### config.mk
export PLATFORM = sky130hd
export DESIGN_NAME = frog_rules
export DESIGN_NICKNAME = d
export VERILOG_FILES = /design/src/rtl/frog_rules_pkg.sv /design/src/rtl/frog_pixel_census.sv /design/src/rtl/frog_hold_timer.sv /design/src/rtl/frog_rules.sv
export SDC_FILE = /design/constraint.sdc
export NUM_CORES = 1
export LEC_CHECK = 0
export ABC_AREA = 1
export BUFFER_PORTS_ARGS = -buffer_cell sky130_fd_sc_hd__buf_2
export CAP_MARGIN = 20
export CORE_MARGIN = 1
export CORE_UTILIZATION = 45
export CTS_CLUSTER_DIAMETER = 30
export DETAILED_ROUTE_END_ITERATION = 10
export PLACE_DENSITY = 0.67
export SETUP_SLACK_MARGIN = 0.3
export SYNTH_ARGS = -nofsm -noshare
export SYNTH_HDL_FRONTEND = slang
export SYNTH_SLANG_ARGS = --single-unit
### constraint.sdc
create_clock -name clk -period 2 [get_ports clk]
set_clock_uncertainty 0.15 [all_clocks]
set_input_delay 0.2 -clock clk [delete_from_list [all_inputs] [get_ports clk]]
set_output_delay 0.2 -clock clk [all_outputs]
set_load 0.01 [all_outputs]
### src/rtl/frog_rules_pkg.sv
package frog_rules_pkg;

    typedef enum logic [1:0] {
        CLS_BLACK = 2'b00,
        CLS_GREEN = 2'b01,
        CLS_BLUE  = 2'b10,
        CLS_BROWN = 2'b11
    } colour_cls_t;

    typedef enum logic [2:0] {
        ST_GRASS = 3'd0,
        ST_ROAD  = 3'd1,
        ST_RIVER = 3'd2,
        ST_DEAD  = 3'd3,
        ST_WIN   = 3'd4
    } frog_state_t;

endpackage

### src/rtl/frog_pixel_census.sv
module frog_pixel_census
    import frog_rules_pkg::*;
#(
    parameter int NPIX = 4
) (
    input  logic [2*NPIX-1:0] cls_vec,
    output logic              all_black,
    output logic              all_green,
    output logic              all_blue,
    output logic              any_green,
    output logic              any_brown,
    output logic              any_nonblack
);

    logic [NPIX-1:0] is_black;
    logic [NPIX-1:0] is_green;
    logic [NPIX-1:0] is_blue;
    logic [NPIX-1:0] is_brown;

    // One decoder per sample, then reduce across the samples.
    for (genvar i = 0; i < NPIX; i++) begin : g_pix
        logic [1:0] code;
        assign code        = cls_vec[2*i +: 2];
        assign is_black[i] = (code == CLS_BLACK);
        assign is_green[i] = (code == CLS_GREEN);
        assign is_blue[i]  = (code == CLS_BLUE);
        assign is_brown[i] = (code == CLS_BROWN);
    end

    assign all_black    = &is_black;
    assign all_green    = &is_green;
    assign all_blue     = &is_blue;
    assign any_green    = |is_green;
    assign any_brown    = |is_brown;
    assign any_nonblack = ~(&is_black);

endmodule

### src/rtl/frog_hold_timer.sv
module frog_hold_timer #(
    parameter int HOLD_CYCLES = 75_000_000
) (
    input  logic clk,
    input  logic rst,
    input  logic run,
    output logic expired
);

    localparam int CW = $clog2(HOLD_CYCLES + 1);

    logic [CW-1:0] cnt;

    // Counts cycles spent in a hold state; restarts from zero on every entry.
    always_ff @(posedge clk) begin
        if (rst || !run || expired) begin
            cnt <= '0;
        end else begin
            cnt <= cnt + 1'b1;
        end
    end

    assign expired = run && (cnt == CW'(HOLD_CYCLES));

endmodule

### src/rtl/frog_rules.sv
module frog_rules
    import frog_rules_pkg::*;
#(
    parameter int NPIX        = 4,
    parameter int ROW_W       = 4,
    parameter int HOLD_CYCLES = 75_000_000
) (
    input  logic              clk,
    input  logic              rst,
    input  logic              eval,
    input  logic [2*NPIX-1:0] bg_cls,
    input  logic [2*NPIX-1:0] obj_cls,
    input  logic [ROW_W-1:0]  frog_row,
    output logic              dead,
    output logic              win,
    output logic              on_log,
    output logic              frog_reset
);

    frog_state_t state, state_nxt, terrain_now;

    logic bg_all_black, bg_all_green, bg_all_blue;
    logic bg_any_green, bg_any_brown, bg_any_nonblack;
    logic ob_all_black, ob_all_green, ob_all_blue;
    logic ob_any_green, ob_any_brown, ob_any_nonblack;
    logic in_terrain, in_hold, hold_done;
    logic goal_hit, hazard_hit;

    frog_pixel_census #(.NPIX(NPIX)) u_bg_census (
        .cls_vec      (bg_cls),
        .all_black    (bg_all_black),
        .all_green    (bg_all_green),
        .all_blue     (bg_all_blue),
        .any_green    (bg_any_green),
        .any_brown    (bg_any_brown),
        .any_nonblack (bg_any_nonblack)
    );

    frog_pixel_census #(.NPIX(NPIX)) u_obj_census (
        .cls_vec      (obj_cls),
        .all_black    (ob_all_black),
        .all_green    (ob_all_green),
        .all_blue     (ob_all_blue),
        .any_green    (ob_any_green),
        .any_brown    (ob_any_brown),
        .any_nonblack (ob_any_nonblack)
    );

    frog_hold_timer #(.HOLD_CYCLES(HOLD_CYCLES)) u_timer (
        .clk     (clk),
        .rst     (rst),
        .run     (in_hold),
        .expired (hold_done)
    );

    assign in_terrain = (state == ST_GRASS) || (state == ST_ROAD) || (state == ST_RIVER);
    assign in_hold    = (state == ST_DEAD) || (state == ST_WIN);

    // Terrain resolved from the background samples; mixed samples keep it.
    always_comb begin
        if (bg_all_black) begin
            terrain_now = ST_ROAD;
        end else if (bg_all_green) begin
            terrain_now = ST_GRASS;
        end else if (bg_all_blue) begin
            terrain_now = ST_RIVER;
        end else begin
            terrain_now = in_terrain ? state : ST_GRASS;
        end
    end

    assign goal_hit   = (frog_row == '0) && ob_any_green;
    assign hazard_hit = ((terrain_now == ST_ROAD)  && ob_any_nonblack) ||
                        ((terrain_now == ST_RIVER) && ob_all_black);

    // Next-state decision: goal, then death, then terrain move.
    always_comb begin
        state_nxt = state;
        unique case (state)
            ST_GRASS, ST_ROAD, ST_RIVER: begin
                if (eval) begin
                    if (goal_hit) begin
                        state_nxt = ST_WIN;
                    end else if (hazard_hit) begin
                        state_nxt = ST_DEAD;
                    end else begin
                        state_nxt = terrain_now;
                    end
                end
            end
            ST_DEAD, ST_WIN: begin
                if (hold_done) begin
                    state_nxt = ST_GRASS;
                end
            end
            default: state_nxt = ST_GRASS;
        endcase
    end

    // State register.
    always_ff @(posedge clk) begin
        if (rst) begin
            state <= ST_GRASS;
        end else begin
            state <= state_nxt;
        end
    end

    // Mealy outputs.
    always_comb begin
        dead       = 1'b0;
        win        = 1'b0;
        on_log     = 1'b0;
        frog_reset = 1'b0;
        unique case (state)
            ST_GRASS, ST_ROAD, ST_RIVER: begin
                on_log = eval && (terrain_now == ST_RIVER) && ob_any_brown && !goal_hit;
            end
            ST_DEAD: begin
                dead       = !hold_done;
                frog_reset = hold_done;
            end
            ST_WIN: begin
                win        = !hold_done;
                frog_reset = hold_done;
            end
            default: ;
        endcase
    end

endmodule

==> impl_metrics.env <==
export IMPL_status="finished clean"
export IMPL_finalWirelength_mm=5.12
export IMPL_final_common_cell="nand2_1"
export IMPL_cts_max_path_buffers=2
export IMPL_antenna_found_initial=0
export IMPL_hp_class="input port to register"
export IMPL_yosys_warnings=0
export IMPL_wl_per_cell_um=12.4
export IMPL_dr_total_vias=2119
export IMPL_syn_cell_area_sq_um=1950
export IMPL_netlist_instances=314
export IMPL_critPathLaunchType="register"
export IMPL_syn_to_final_growth_pct=32.8
export IMPL_grtUsageTotal=0.222
export IMPL_placed_area_sq_um=2150
export IMPL_setup_violations=0
export IMPL_worst_slew_pin_slew_ps=404
export IMPL_remaining_drc_errors=0
export IMPL_ir_worst_vdd_uv=192
export IMPL_drive_gt1_frac=0.371
export IMPL_htreeDepth=2
export IMPL_grt_pass1_vias=1749
export IMPL_fin_nets=388
export IMPL_critPathMaxFanout=4
export IMPL_start_util=0.478
export IMPL_dieArea_sq_um=4610
export IMPL_p_leak_nw=1.02
export IMPL_grt_pass1_wl_mm=7.50
export IMPL_finalSetupTns_ps=0
export IMPL_syn_area_per_cell_sq_um=6.22
export IMPL_hold_viol=0
export IMPL_dp_hpwl_mm=3.39
export IMPL_hold_slack_ps=218
export IMPL_n_antenna_cell=0
export IMPL_min_period_over_period=0.937
export IMPL_io_pins=27
export IMPL_antenna_left=0
export IMPL_dr_pass1_iters=6
export IMPL_detail_route_iter0_violations=182
export IMPL_slew_headroom=0.730
export IMPL_synth_fp_nets=339
export IMPL_port_buffers=26
export IMPL_num_fill_cells=359
export IMPL_clk_pin_slew_worst_paths_ps=60
export IMPL_crit_required_ps=2070
export IMPL_num_rows=23
export IMPL_final_cell_area_sq_um=2600
export IMPL_grt_overflow=0
export IMPL_p_per_area_nw_per_um2=479
export IMPL_clockRootBuffer="clkbuf_8"
export IMPL_grt_max_degree=15
export IMPL_dieWidth_um=67.9
export IMPL_power_w=0.00124
export IMPL_layout_common_cells="nand2_1 (70), nor2_1 (44), inv_1 (38), buf_2 (26), nand3_1 (20)"
export IMPL_clk_latency_ps=280
export IMPL_drv_slew=0
export IMPL_synth_distinct_cells=28
export IMPL_worst_setup_path_type="register to register"
export IMPL_yosysSeqAreaShare=0.307
export IMPL_crit_arrival_ps=1940
export IMPL_ys_ff_latch=30
export IMPL_min_period_ps=1870
export IMPL_critPathCaptureType="register"
export IMPL_cts_made_buffers=5
export IMPL_vias_per_cell=5.12
export IMPL_clock_sinks=30
export IMPL_fin_util=0.635
export IMPL_cts_tree="built"
export IMPL_drv_cap=0
export IMPL_gp_congestion=0.894
export IMPL_rsz0062_at_grt="yes"
export IMPL_max_freq_ghz=0.534
export IMPL_coreArea_sq_um=4090
export IMPL_die_h_um=67.9
cell type report:
type,instances,area (sq um),share of cell area
well taps,50,62.6,0.0241
clock buffers,7,86.3,0.0333
multi-input cells,230,1280,0.492
clock inverters,1,5.00,0.00193
inverters,51,196,0.0757
repair buffers,45,325,0.125
flip-flops and latches,30,643,0.248
synth_stat cells:
library cell | count | area share
a21oi_1 | 7 | 0.018
a21oi_2 | 8 | 0.036
a221oi_1 | 1 | 0.0045
a31oi_1 | 1 | 0.0032
buf_6 | 3 | 0.017
dfxtp_1 | 30 | 0.31
ha_1 | 2 | 0.013
inv_1 | 48 | 0.092
inv_2 | 3 | 0.0058
nand2_1 | 77 | 0.15
nand2_2 | 3 | 0.0096
nand3_1 | 21 | 0.054
nand3b_1 | 1 | 0.0038
nand4_1 | 7 | 0.022
nor2_1 | 52 | 0.10
nor2_2 | 4 | 0.013
nor2_4 | 1 | 0.0058
nor3_1 | 16 | 0.041
nor3_2 | 1 | 0.0051
nor3b_1 | 4 | 0.015
nor4_1 | 2 | 0.0064
o21ai_0 | 5 | 0.013
o21bai_1 | 1 | 0.0038
o22ai_1 | 2 | 0.0064
or2_1 | 1 | 0.0032
or2_2 | 4 | 0.013
xnor2_1 | 1 | 0.0045
xor2_1 | 8 | 0.036
per-stage QoR:
step | std cells | setup slack (ps)
after global routing | 414 | 53.1
after CTS | 405 | 184
after floorplan | 314 | 340
after global placement | 390 | 230
after detailed placement | 390 | 224
final | 414 | 126
metal layers:
| layer | vias up | share of wire | GRT usage |
|---|---|---|---|
| met5 | - | 0 | 0 |
| met4 | 0 | 0.031 | 0.104 |
| met3 | 14 | 0.039 | 0.0483 |
| met2 | 59 | 0.49 | 0.389 |
| met1 | 954 | 0.44 | 0.254 |
| li1 | 1092 | - | - |
registers in the layout, indices dropped and copies added (netlist names):
name         count
u_timer.cnt     27
state            3
kinds of logic after synthesis:
family,synth area share
xor+xnor,0.0403
fa+ha+maj,0.0128
flops,0.307
simple gates,0.440
compound gates,0.0845
buf+inv,0.115
timing repair:
| action | CTS | global route |
|---|---|---|
| gates cloned | 1 | 1 |
| pin swaps | 12 | 14 |
| gates resized for setup | 32 | 43 |
| endpoints found under the hold margin | 3 | 0 |
| buffers inserted | 5 | 8 |
| setup endpoints to repair | 20 | 34 |
| hold buffers | 1 | 0 |
power breakdown:
group	internal (W)	switching [W]
clock network	0.000277	0.000238
logic	0.0000603	0.0000688
registers	0.000593	0.00000665
worst max-delay path, stage by stage, from the launching register on:
cell and delay, ps:
dfxtp_1 320, inv_2 60, buf_4 140, nor3_2 280, nand4_1 200, nor2_1 370, nand3b_1 160, a21oi_2 150
final timing paths:
path                       start               to  slack, ps  depth (start not counted)
setup reg to reg  u_timer.cnt[5]  u_timer.cnt[25]        130                          7
hold reg to reg   u_timer.cnt[7]   u_timer.cnt[7]        340                          2
hold / removal              eval         state[1]        220                          6
setup / recovery  u_timer.cnt[5]  u_timer.cnt[25]        130                          7
Power figures use the tool's default switching activity.
